--- src/rtl/mlad_pkg.sv ---
package mlad_pkg;

  typedef enum logic [1:0] {
    OP_INIT = 2'b00,
    OP_ADD  = 2'b01,
    OP_DBL  = 2'b10
  } mlad_op_e;

  typedef enum logic [1:0] {
    ST_IDLE,
    ST_INIT,
    ST_ADD,
    ST_DBL
  } mlad_st_e;

  // Register that receives the sum for the given scalar bit.
  function automatic logic add_target(input logic b);
    return ~b;
  endfunction

  // Register that is doubled in place for the given scalar bit.
  function automatic logic dbl_target(input logic b);
    return b;
  endfunction

  // First bit index visited; the top bit is implied to be 1.
  function automatic int first_idx(input int width);
    return width - 2;
  endfunction

endpackage

--- src/rtl/mlad_keyreg.sv ---
module mlad_keyreg #(
  parameter int KEY_W = 16,
  localparam int IDX_W = (KEY_W > 2) ? $clog2(KEY_W) : 1
) (
  input  logic             clk,
  input  logic             rst_n,
  input  logic             load_i,
  input  logic [KEY_W-1:0] scalar_i,
  input  logic [IDX_W-1:0] idx_i,
  output logic [KEY_W-1:0] key_o,
  output logic             bit_o
);

  logic [KEY_W-1:0] key_q;

  always_ff @(posedge clk) begin
    if (!rst_n) begin
      key_q <= '0;
    end else if (load_i) begin
      key_q <= scalar_i;
    end
  end

  assign key_o = key_q;
  assign bit_o = key_q[idx_i];

endmodule

--- src/rtl/mlad_bitctr.sv ---
module mlad_bitctr
  import mlad_pkg::*;
#(
  parameter int KEY_W = 16,
  localparam int IDX_W = (KEY_W > 2) ? $clog2(KEY_W) : 1
) (
  input  logic             clk,
  input  logic             rst_n,
  input  logic             load_i,
  input  logic             step_i,
  output logic [IDX_W-1:0] idx_o,
  output logic             last_o
);

  localparam logic [IDX_W-1:0] IDX_START = IDX_W'(first_idx(KEY_W));

  logic [IDX_W-1:0] idx_q;

  always_ff @(posedge clk) begin
    if (!rst_n) begin
      idx_q <= '0;
    end else if (load_i) begin
      idx_q <= IDX_START;
    end else if (step_i && (idx_q != '0)) begin
      idx_q <= idx_q - 1'b1;
    end
  end

  assign idx_o  = idx_q;
  assign last_o = (idx_q == '0);

endmodule

--- src/rtl/mlad_fsm.sv ---
module mlad_fsm
  import mlad_pkg::*;
(
  input  logic     clk,
  input  logic     rst_n,
  input  logic     start_i,
  input  logic     done_i,
  input  logic     last_i,
  input  logic     bit_i,
  output logic     load_o,
  output logic     step_o,
  output logic     cmd_valid_o,
  output mlad_op_e op_o,
  output logic     dst_o,
  output logic     busy_o,
  output logic     ready_o
);

  mlad_st_e state_q, state_d;
  logic     ready_q;
  logic     accept_w;
  logic     finish_w;

  assign cmd_valid_o = (state_q != ST_IDLE);
  assign accept_w    = cmd_valid_o && done_i;
  assign finish_w    = (state_q == ST_DBL) && accept_w && last_i;
  assign load_o      = (state_q == ST_IDLE) && start_i;
  assign step_o      = (state_q == ST_DBL) && accept_w;

  always_comb begin
    state_d = state_q;
    case (state_q)
      ST_IDLE: if (start_i)  state_d = ST_INIT;
      ST_INIT: if (accept_w) state_d = ST_ADD;
      ST_ADD:  if (accept_w) state_d = ST_DBL;
      ST_DBL:  if (accept_w) state_d = last_i ? ST_IDLE : ST_ADD;
      default: state_d = ST_IDLE;
    endcase
  end

  always_comb begin
    op_o  = OP_INIT;
    dst_o = 1'b0;
    case (state_q)
      ST_ADD: begin
        op_o  = OP_ADD;
        dst_o = add_target(bit_i);
      end
      ST_DBL: begin
        op_o  = OP_DBL;
        dst_o = dbl_target(bit_i);
      end
      default: begin
        op_o  = OP_INIT;
        dst_o = 1'b0;
      end
    endcase
  end

  always_ff @(posedge clk) begin
    if (!rst_n) begin
      state_q <= ST_IDLE;
      ready_q <= 1'b0;
    end else begin
      state_q <= state_d;
      ready_q <= finish_w;
    end
  end

  assign busy_o  = cmd_valid_o;
  assign ready_o = ready_q;

endmodule

--- src/rtl/mlad_ladder.sv ---
module mlad_ladder
  import mlad_pkg::*;
#(
  parameter int KEY_W = 16,
  localparam int IDX_W = (KEY_W > 2) ? $clog2(KEY_W) : 1
) (
  input  logic             clk,
  input  logic             rst_n,
  input  logic             start_i,
  input  logic [KEY_W-1:0] scalar_i,
  output logic             cmd_valid_o,
  output logic [1:0]       cmd_op_o,
  output logic             cmd_dst_o,
  input  logic             cmd_done_i,
  output logic             busy_o,
  output logic             ready_o
);

  logic             load_w;
  logic             step_w;
  logic             last_w;
  logic             bit_w;
  logic [IDX_W-1:0] idx_w;
  logic [KEY_W-1:0] key_w;
  mlad_op_e         op_w;

  mlad_keyreg #(.KEY_W(KEY_W)) u_key (
    .clk      (clk),
    .rst_n    (rst_n),
    .load_i   (load_w),
    .scalar_i (scalar_i),
    .idx_i    (idx_w),
    .key_o    (key_w),
    .bit_o    (bit_w)
  );

  mlad_bitctr #(.KEY_W(KEY_W)) u_ctr (
    .clk    (clk),
    .rst_n  (rst_n),
    .load_i (load_w),
    .step_i (step_w),
    .idx_o  (idx_w),
    .last_o (last_w)
  );

  mlad_fsm u_fsm (
    .clk         (clk),
    .rst_n       (rst_n),
    .start_i     (start_i),
    .done_i      (cmd_done_i),
    .last_i      (last_w),
    .bit_i       (bit_w),
    .load_o      (load_w),
    .step_o      (step_w),
    .cmd_valid_o (cmd_valid_o),
    .op_o        (op_w),
    .dst_o       (cmd_dst_o),
    .busy_o      (busy_o),
    .ready_o     (ready_o)
  );

  assign cmd_op_o = op_w;

endmodule

--- config.mk ---
export PLATFORM = sky130hd
export DESIGN_NAME = mlad_ladder
export DESIGN_NICKNAME = d
export VERILOG_FILES = /design/src/rtl/mlad_pkg.sv /design/src/rtl/mlad_keyreg.sv /design/src/rtl/mlad_bitctr.sv /design/src/rtl/mlad_fsm.sv /design/src/rtl/mlad_ladder.sv
export SDC_FILE = /design/constraint.sdc
export NUM_CORES = 1
export LEC_CHECK = 0
export ABC_CLOCK_PERIOD_IN_PS = 2400
export BUFFER_PORTS_ARGS = -buffer_cell sky130_fd_sc_hd__buf_2
export CAP_MARGIN = 5
export CORE_UTILIZATION = 30
export CTS_CLUSTER_SIZE = 28
export DETAILED_ROUTE_END_ITERATION = 7
export GPL_ROUTABILITY_DRIVEN = 0
export HOLD_SLACK_MARGIN = 0.05
export PLACE_DENSITY = 0.59
export SYNTH_ARGS = -nofsm -noshare
export SYNTH_HDL_FRONTEND = slang
export SYNTH_SLANG_ARGS = --single-unit
--- constraint.sdc ---
create_clock -name clk -period 2.4 [get_ports clk]
set_input_delay 0.48 -clock clk [delete_from_list [all_inputs] [get_ports clk]]
set_output_delay 0.48 -clock clk [all_outputs]
set_load 0.03 [all_outputs]
-- Word-level counts from Yosys, hierarchy flattened
Index checks and enable logic that the tools add are counted.
- bits in writable memories: 0
- register bits: 23
- logic and storage cells: 40
- bits in read-only memories: 0
- latch bits: 0
- input port bits: 20
- output and inout port bits: 6
- memories: 0
- multiplexer cells: 12
- multiply operators: 0
- divide/modulo/power cells: 0
- reductions and logical operators: 12
- equality and inequality tests: 7
- bitwise operators: 2
- magnitude comparators: 1
- $add $sub $neg: 1
- shift-type cells: 0
- operators with widths (operator ; number):
    $mux W2 ; 5
    $mux W4 ; 2
    $pmux W2 S4 ; 1
    $ne A2 B1 Y1 const B ; 3
    $logic_and A1 B1 Y1 ; 5
    $lt A4 B5 Y1 const B ; 1
    $bmux W1 S4 ; 1
    $eq A2 B2 Y1 const B ; 2
    $logic_not A4 Y1 ; 1
    $pmux W2 S2 ; 1
    $reduce_and A4 Y1 ; 1
    $reduce_bool A2 Y1 ; 2
    $reduce_bool A4 Y1 ; 1
    $sub A4 B1 Y4 const B ; 1
    $eq A2 B1 Y1 const B ; 1
    $logic_not A2 Y1 ; 1
    $ne A2 B2 Y1 const B ; 1
    $not A1 Y1 ; 2
    $pmux W1 S2 ; 1
    $reduce_or A2 Y1 ; 1
    $mux W1 ; 1

-- Longest topological paths before layout
Gate-level depths: netlist (run 1).
- depth after elaboration: 6
- depth in mapped cells: 7
- gate-level depth less buffers: 6

-- Modules after synthesis
A second synthesis (run 1) with hierarchy kept.
- cells, all modules: 104
- area total of the unflattened synthesis: 1134.8 um2
- modules (own cells, without submodules) (module ; sequential area each (um2) ; cells each ; times used ; area each (um2)):
    mlad_keyreg ; 320.3 ; 58 ; 1 ; 732.0
    mlad_bitctr ; 80.1 ; 26 ; 1 ; 227.7
    mlad_fsm ; 60.1 ; 20 ; 1 ; 175.2

-- Worst setup path after synthesis (run 1)
No wires, ideal clock.
- path kind: register to output
- start: reg u_ctr.idx_q[1], in the netlist u_ctr.idx_o[1]
- end: out cmd_dst_o
- data required time: 1.920 ns
- cell stages (with the launch flop): 6
- data arrival time: 1.845 ns
- path buffers: 1
- setup slack: 0.075 ns
- path through: dfxtp_1 > buf_6 > mux4_1 > mux4_2 > xnor2_1 > and2_1
- word-level cells in the longest chain between the ends: 4
- ends and longest elaborated chain (item ; RTL line ; source):
    start, declared ; mlad_bitctr.sv:17 ; logic [IDX_W-1:0] idx_q;
    start signal, assigned ; mlad_bitctr.sv:25 ; idx_q <= idx_q - 1'b1;
    $bmux W1 S4 * ; mlad_keyreg.sv:25 ; assign bit_o = key_q[idx_i];
    $mux W1 (implied by the code) * ; mlad_keyreg.sv:25 ;
    $not A1 Y1 ; mlad_pkg.sv:18 ; return ~b;
    $pmux W1 S2 * ; mlad_fsm.sv:44 ; case (state_q)
    end, declared ; mlad_ladder.sv:13 ; output logic cmd_dst_o,
Every way passes the cells marked *; elsewhere a longest branch is shown, timed or not. The select of a mux whose other input is x is not followed.

-- Worst setup path after layout (run 1)
Same ends and word-level chain as after synthesis.

==> summary.md, run 1 <==
| Metric | Value |
|---|---|
| Fin. max-slew vios | 0 |
| Gate power share | 0.189 |
| Area occupied by multi-input gates | roughly 560 um2 |
| Die area | 3860 um2 |
| Final setup vio count | 1 |
| Worst hold start | scalar_i[0] |
| DR vias | 871 |
| R2R depth | 7 |
| Post-Syn Area per Cell | slightly above 9 um2 |
| Mapped Cells | roughly 120 |
| Worst min-delay path category | primary input to register |
| PortBufs | 25 |
| Worst Tran Pin Value | around 0.62 ns |
| Drt total wl | roughly 2200 um |
| CTS buffer count | 3 |
| Max VDD drop | 0.200 mV |
| Kind of critical path | register to output pin |
| # fillers | approximately 350 |
| Yosys cell types | 26 |
| Outcome | complete, but fails checks |
| Syn Nets | ~140 |
| Vias in the first global route | 868 |
| Power per standard cell area | between 500 and 600 nW/um2 |
| Failing checks | setup timing |
| Ant diodes | 0 |
| Final HPWL DP | 1620 um |
| Internal Pwr Total | ~0.54 mW |
| Crit path time final | ~2.6 ns |
| Skew-Pair Late Insertion Delay | 0.30 ns |
| GRT Overall Usage | 0.127 |
| Setup crit start kind | register |
| Slew headroom | 0.587 |
| Worst EP required | approximately 1.9 ns |
| Total grt overflow | 0 |
| Worst Setup Slack, final | -0.209 ns |
| DRT iter0 DRCs | 25 |
| Critical Path Fanout Max | 5 |
| Syn. warnings | 0 |
| Switching power | 0.208 mW |
| CTS tree | yes |
| Sequential share of the synthesized area | 0.424 |
| FMAX | roughly 380 MHz |
| Crit path launch | u_ctr.idx_o[1] |
| Layout cells sized above 1 | 0.266 |
| CP most frequent cell | mux4_2 |
| Fin. Hold Viols | 0 |
| CP endpoint | cmd_dst_o |
| Net Sw Frac | 0.278 |
| Sink Count | 23 |
| Final net count | between 150 and 200 |
| Synth-to-layout area growth | 15.6% |
| Worst path depth | 5 |
| Number of max-cap violations | 0 |
| Dpl ws | -0.0451 ns |
| Die X | 62.2 um |
| Hold_buf cts | 0 |
| Worst path slowest cell | mux4_2 |
| RSZ-0062 raised after global routing | yes |
| Post-DRT Antenna Nets | 0 |
| Flop pwr share | 0.579 |
| Initial antenna violation count | 0 |
| Critical R2R Capture | u_ctr.idx_o[0] |
| Commonest non-fill, non-tap cells in the layout | nand2_1, buf_2, dfxtp_1 |
| CP arrival | ~2.1 ns |
| CP max stage delay | around 0.5 ns |
| Reg2Reg Launch Point | u_ctr.idx_o[1] |
| Clock Tree Root | clkbuf_4 |
| Height of the chip | about 62 um |
| Crit path max-delay family | multiplexers |
| DRT Pass-1 Iters | 4 |
| Via-to-Cell Ratio | between 4 and 5 |
| Cell Rows | 21 |
| Residual DRC | 0 |
| WP buf/inv | 1 |
| Clk buf depth | 2 |
| First-pass GRT wire length | approximately 3900 um |
| Fin Clk Skew | between 0.004 and 0.005 ns |
| I/O pins | 26 |
| Count of state elements after synthesis | 23 |
| # H-tree levels | 1 |
| Setup slack, reg-to-reg | between 0.5 and 0.6 ns |
| Core Util, Final | 0.370 |
| Final period util | 1.09 |
| Clock Power Share | 0.233 |
| Register Area | around 460 um2 |
| Core Area | roughly 3400 um2 |
| Post-Syn Area | between 1000 and 1500 um2 |
| Starting Density | 0.320 |
| Most common cell after layout, fill and taps aside | nand2_1 |
| CP Capture Type | output pin |
| Critical-path cell list | mux4_2, mux4_2, xnor2_1, and2_1, buf_6 |
| Clk slew on worst S/H paths | between 0.1 and 0.15 ns |
| Largest net degree at the start of global routing | 24 |
| Per-cell routed wire length | roughly 12 um |
| Leakage | between 0.5 and 0.6 nW |
[synthesized netlist by cell type]
cell type,count,area share
clkbuf_1,6,0.021
nor3b_1,1,0.0069
o211a_1,1,0.0092
a21oi_1,3,0.014
nor2b_1,2,0.012
nand2_1,34,0.12
buf_6,1,0.010
nor2_1,1,0.0035
nand3_1,1,0.0046
xnor2_1,2,0.016
a21boi_0,17,0.12
mux2_2,1,0.010
buf_2,1,0.0046
nor3_1,1,0.0046
buf_4,1,0.0069
xor2_1,1,0.0081
o21a_1,2,0.014
inv_1,3,0.010
ha_1,1,0.012
mux4_1,3,0.073
and2_1,5,0.029
and3_1,2,0.012
a31oi_1,2,0.012
mux4_2,2,0.041
dfxtp_1,23,0.42
or3b_2,1,0.0081
[worst min-delay path, cell delays in order]
cell	delay, ns
buf_2	0.09
nand2_1	0.04
a21boi_0	0.06
[how the worst min path moves through the flow]
stage | to | slack (ns) | depth (start not counted)
finish | u_key.key_o[0] | 0.41 | 3
detailed placement | u_key.key_o[2] | 0.46 | 2
global route | u_key.key_o[2] | 0.38 | 3
global placement | u_key.key_o[2] | 0.46 | 2
CTS | u_key.key_o[0] | 0.40 | 3
floorplan | u_key.key_o[11] | 0.44 | 2
[cell families after synthesis]
| group | Yosys count | share of synthesized area |
|---|---|---|
| compound gates | 25 | 0.166 |
| xor+xnor | 3 | 0.0242 |
| fa+ha+maj | 1 | 0.0115 |
| buf+inv | 12 | 0.0530 |
| flops | 23 | 0.424 |
| mux | 6 | 0.124 |
| simple gates | 48 | 0.197 |
[layout make-up]
class | instances | area share
Multi-Input combinational cell | 83 | 0.444
Sequential cell | 23 | 0.370
Timing Repair Buffer | 26 | 0.111
Tap cell | 46 | 0.0459
Clock buffer | 4 | 0.0209
Inverter | 3 | 0.00897
[flip-flops by register name (all words and copies together), names as in the netlist]
signal / flops
u_fsm.state_q: 2
u_ctr.idx_o: 4
u_fsm.ready_o: 1
u_key.key_o: 16
[routing by layer]
metal | vias to the layer above | share of wire | wire length (um) | track usage
li1 | 437 | - | - | -
met1 | 412 | 0.47 | 1010 | 0.151
met4 | 0 | 0 | 0 | 0.0610
met5 | - | 0 | 0 | 0
met3 | 0 | 0.047 | 102 | 0.0294
met2 | 22 | 0.48 | 1050 | 0.216
[power by group through the flow]
stage,clock [mW],sequential (mW),combinational (mW)
final,0.175,0.434,0.141
after floorplan,0,0.426,0.117
after CTS,0.185,0.435,0.145
after global placement,0,0.440,0.138
after global routing,0.207,0.440,0.160
after detailed placement,0,0.441,0.142
[stage by stage]
| step | power (mW) | TNS (ns) | hold WS (ns) | area [um2] | cells |
|---|---|---|---|---|---|
| floorplan | 0.544 | 0 | 0.439 | 1090 | 118 |
| CTS | 0.765 | -0.244 | 0.395 | 1250 | 185 |
| global placement | 0.578 | 0 | 0.459 | 1230 | 181 |
| finish | 0.750 | -0.209 | 0.406 | 1250 | 185 |
| detailed placement | 0.584 | -0.0451 | 0.457 | 1230 | 181 |
| global route | 0.807 | -0.300 | 0.385 | 1250 | 185 |
[what timing repair did]
item | CTS | global route
setup buffers | 0 | 0
endpoints found under the setup margin | 1 | 1
gates resized for setup | 7 | 0
Power figures use the tool's default switching activity.
==> run 2, diff against run 1 <==
--- a/config.mk
+++ b/config.mk
@@ -13,7 +13,7 @@
 export DETAILED_ROUTE_END_ITERATION = 7
 export GPL_ROUTABILITY_DRIVEN = 0
 export HOLD_SLACK_MARGIN = 0.05
-export PLACE_DENSITY = 0.59
+export PLACE_DENSITY_LB_ADDON = 0.1
 export SYNTH_ARGS = -nofsm -noshare
 export SYNTH_HDL_FRONTEND = slang
 export SYNTH_SLANG_ARGS = --single-unit
==> summary.md, run 2 (synthesis gave the netlist of run 1 again) <==
| Metric | Value |
|---|---|
| Failing checks | setup timing |
| DRT iter0 DRCs | between 40 and 50 |
| Starting Density | 0.320 |
| Die X | 62.2 um |
| First-pass GRT wire length | around 3900 um |
| Residual DRC | 0 |
| Final period util | 1.09 |
| Clock Tree Root | clkbuf_4 |
| Placement Cell Area | around 1200 um2 |
| Worst Setup Slack, final | -0.220 ns |
| RSZ-0062 raised after global routing | yes |
| # H-tree levels | 1 |
| Setup TNS Final | -0.220 ns |
| Largest register FFs | 16 |
| Setup bufs post-CTS | 0 |
| Total grt overflow | 0 |
| WP buf/inv | 1 |
| Final setup vio count | 1 |
| Crit path launch | u_ctr.idx_o[1] |
| CTS buffer count | 3 |
| Setup crit start kind | register |
| Worst min-delay path category | primary input to register |
| Post-DRT Antenna Nets | 0 |
| Cell Rows | 21 |
| Max VDD drop | about 0.19 mV |
| Critical-path cell list | mux4_2, mux4_2, xnor2_1, and2_1, buf_6 |
| # fillers | approximately 360 |
| Power per standard cell area | just over 600 nW/um2 |
| CP most frequent cell | mux4_2 |
| Slew headroom | 0.533 |
| Fin. Hold Viols | 0 |
| Height of the chip | about 62 um |
| Dpl ws | -0.0435 ns |
| Most common cell after layout, fill and taps aside | nand2_1 |
| CP arrival | 2.14 ns |
| Largest net degree at the start of global routing | 24 |
| WHS Path Cells | 3 |
| Final HPWL DP | ~1700 um |
| Final net count | 161 |
| Synth-to-layout area growth | 15.6% |
| Fin Clk Skew | between 0.004 and 0.005 ns |
| Sink Count | 23 |
| Skew-Pair Late Insertion Delay | around 0.30 ns |
| DR vias | 852 |
| Core Util, Final | 0.370 |
| Reg2Reg Launch Point | u_ctr.idx_o[1] |
| DRT Pass-1 Iters | 4 |
| Outcome | complete, but fails checks |
| FMAX | ~380 MHz |
| Layout cells sized above 1 | 0.266 |
| WHS | between 0.4 and 0.5 ns |
| Critical Path Fanout Max | 5 |
| Worst Tran Pin Value | around 0.70 ns |
| Worst path depth | 5 |
| Crit path time final | approximately 2.6 ns |
| Area occupied by multi-input gates | about 560 um2 |
| Core Area | about 3400 um2 |
| Clk slew on worst S/H paths | around 0.13 ns |
| Worst path slowest cell | mux4_2 |
| R2R depth | 7 |
| Worst hold start | scalar_i[0] |
| CP max stage delay | 0.50 ns |
| CP Capture Type | output pin |
| Commonest non-fill, non-tap cells in the layout | nand2_1, buf_2, dfxtp_1 |
| Cell area after layout | 1250 um2 |
| Ant diodes | 0 |
| Worst EP required | roughly 1.9 ns |
| GRT Overall Usage | 0.133 |
| CTS tree | yes |
| Via-to-Cell Ratio | roughly 4.6 |
| Drt total wl | 2340 um |
| PortBufs | 25 |
| Initial antenna violation count | 0 |
| Per-cell routed wire length | 12.6 um |
| Number of max-cap violations | 0 |
| Hold_buf cts | 0 |
| Die area | ~3900 um2 |
| Fin. max-slew vios | 0 |
| Register Area | 464 um2 |
| Kind of critical path | register to output pin |
| Leakage | just over 0.5 nW |
| Clk buf depth | 2 |
| I/O pins | 26 |
| Crit path max-delay family | multiplexers |
| Vias in the first global route | a little over 800 |
## run 2: worst min-delay path, cell delays in order
cell,delay (ns)
buf_2,0.09
nand2_1,0.04
a21boi_0,0.06
## run 2: final timing paths
check	to	slack, ns
min reg2reg	u_key.key_o[8]	0.49
max	cmd_dst_o	-0.22
max reg2reg	u_ctr.idx_o[0]	0.59
min	u_key.key_o[0]	0.40
## run 2: layout make-up
class                   count  share of cell area
clock buffers               4              0.0209
flip-flops and latches     23               0.370
well taps                  46              0.0459
repair buffers             26               0.111
inverters                   3             0.00897
multi-input cells          83               0.444
## run 2: per-layer routing
layer  global-route usage  vias up  share of wire
li1                     -      437              -
met1                0.158      396           0.49
met2                0.229       17           0.46
met3               0.0294        2          0.036
met4               0.0523        0         0.0086
met5                    0        -              0
## run 2: report_power, final
group | total, mW | internal, mW | switching [mW]
Clock | 0.179 | 0.0648 | 0.114
Sequential | 0.436 | 0.409 | 0.0276
Combinational | 0.142 | 0.0685 | 0.0736
## run 2: stage by stage
stage	instances	power, mW
6_report	185	0.757
5_1_grt	185	0.806
4_1_cts	185	0.772
3_5_place_dp	181	0.585
3_3_place_gp	181	0.580
2_1_floorplan	118	0.544
## run 2: what timing repair did
item | in CTS | in global routing
setup endpoints to repair | 1 | 1
cloned | 0 | 0
hold endpoints to repair | 0 | 0
resized for setup | 7 | 0
==> run 3, diff against run 2 <==
--- a/config.mk
+++ b/config.mk
@@ -8,7 +8,7 @@
 export ABC_CLOCK_PERIOD_IN_PS = 2400
 export BUFFER_PORTS_ARGS = -buffer_cell sky130_fd_sc_hd__buf_2
 export CAP_MARGIN = 5
-export CORE_UTILIZATION = 30
+export CORE_UTILIZATION = 51
 export CTS_CLUSTER_SIZE = 28
 export DETAILED_ROUTE_END_ITERATION = 7
 export GPL_ROUTABILITY_DRIVEN = 0
==> summary.md, run 3 (synthesis gave the netlist of run 1 again) <==
| Metric | Value |
|---|---|
| Cell area after layout | between 1000 and 1500 um2 |
| Residual DRC | 0 |
| Slew headroom | 0.561 |
| Leakage | 0.513 nW |
| # fillers | between 150 and 200 |
| Fin. max-slew vios | 0 |
| Overall Power | about 0.75 mW |
| Core Area | 1980 um2 |
| Setup crit start kind | register |
| Core Util, Final | 0.621 |
| DRT Pass-1 Iters | 4 |
| Worst min-delay path category | primary input to register |
| Post-DRT Antenna Nets | 0 |
| CTS buffer count | 3 |
| Hold_buf cts | 0 |
| Synth-to-layout area growth | 13.4% |
| Largest register FFs | 16 |
| Initial antenna violation count | 0 |
| Max VDD drop | 0.477 mV |
| Via-to-Cell Ratio | around 5 |
| Clk buf depth | 2 |
| Skew-Pair Late Insertion Delay | approximately 0.31 ns |
| Failing checks | setup timing |
| Met1 usage | 0.242 |
| Met2 global-route usage | 0.312 |
| Clock Tree Root | clkbuf_4 |
| CP Capture Type | output pin |
| Ant diodes | 0 |
| Vias in the first global route | between 600 and 700 |
| Outcome | complete, but fails checks |
| CP arrival | around 2.2 ns |
| GRT Overall Usage | 0.189 |
| Final HPWL DP | ~1500 um |
| Kind of critical path | register to output pin |
| Drt total wl | slightly above 2000 um |
| Dpl ws | -0.0494 ns |
| Placement Cell Area | 1210 um2 |
| Commonest non-fill, non-tap cells in the layout | nand2_1, buf_2, dfxtp_1 |
| # H-tree levels | 1 |
| Sink Count | 23 |
| Clk slew on worst S/H paths | about 0.12 ns |
| Die X | around 48 um |
| First-pass GRT wire length | 2970 um |
| Largest net degree at the start of global routing | 24 |
| RSZ-0062 raised after global routing | yes |
| Starting Density | 0.548 |
| Layout cells sized above 1 | 0.266 |
| FMAX | about 380 MHz |
| Fin Clk Skew | ~0.0056 ns |
| Met3 usage | 0.0556 |
| DRT iter0 DRCs | 7 |
| CTS tree | yes |
| Worst EP required | about 1.9 ns |
| Top Usage Layer GRT | met2 |
| Die area | ~2300 um2 |
| Worst Tran Pin Value | 0.659 ns |
| Critical Path Fanout Max | 5 |
| Worst Setup Slack, final | -0.244 ns |
| Power per standard cell area | about 610 nW/um2 |
| Crit path time final | approximately 2.6 ns |
| Most common cell after layout, fill and taps aside | nand2_1 |
| Per-cell routed wire length | between 10 and 15 um |
| DR vias | between 800 and 900 |
| Total grt overflow | 0 |
| Fin. Hold Viols | 0 |
| Cell Rows | 16 |
| Final net count | ~160 |
| Final setup vio count | 1 |
| Number of max-cap violations | 0 |
| PortBufs | 25 |
| I/O pins | 26 |
| Height of the chip | 48.1 um |
| Setup slack, reg-to-reg | 0.55 ns |
| Final period util | 1.10 |
==> run 3: cell counts in the layout (fill, tap and decap cells not counted) <==
No cell type changed its count.
==> run 3: layer usage <==
metal  vias to the layer above  routed length (um)
li1                        436                   -
met3                         2                  82
met5                         -                   0
met4                         0                  24
met2                        20                1070
met1                       397                 903
==> run 3: final timing paths <==
check / startpoint / endpoint / cells after the start
setup / recovery: u_ctr.idx_o[1] / cmd_dst_o / 5
setup reg to reg: u_ctr.idx_o[1] / u_ctr.idx_o[0] / 7
hold / removal: scalar_i[0] / u_key.key_o[0] / 3
hold reg to reg: u_key.key_o[14] / u_key.key_o[14] / 2
==> run 3: worst max-delay path, cell delays in order (launching register included) <==
cell	delay, ns
dfxtp_4	0.41
mux4_2	0.51
mux4_2	0.49
xnor2_1	0.14
and2_1	0.17
buf_6	0.13
==> run 3: repair_timing <==
item / 4_1_cts / 5_1_grt
pin swaps: 0 / 0
setup buffers: 0 / 0
resized for setup: 7 / 0
setup endpoints to repair: 1 / 1
==> run 3: stage by stage <==
step	instances	TNS (ns)	hold slack [ns]
finish	166	-0.244	0.402
global route	166	-0.326	0.393
CTS	166	-0.235	0.398
detailed placement	162	-0.0494	0.461
global placement	162	0	0.455
floorplan	118	0	0.439
==> run 3: final cells by class <==
class / instances / area [um2] / area share
Sequential cell: 23 / 464 / 0.377
Timing Repair Buffer: 26 / 139 / 0.113
Clock buffer: 4 / 26.3 / 0.0213
Inverter: 3 / 11.3 / 0.00915
Tap cell: 27 / 33.8 / 0.0274
Multi-Input combinational cell: 83 / 557 / 0.452
==> run 3: report_power, final <==
group          total [mW]  switching, mW  internal, mW
clock               0.176          0.111        0.0650
combinational       0.143         0.0743        0.0687
sequential          0.434         0.0257         0.408
total               0.753          0.211         0.542
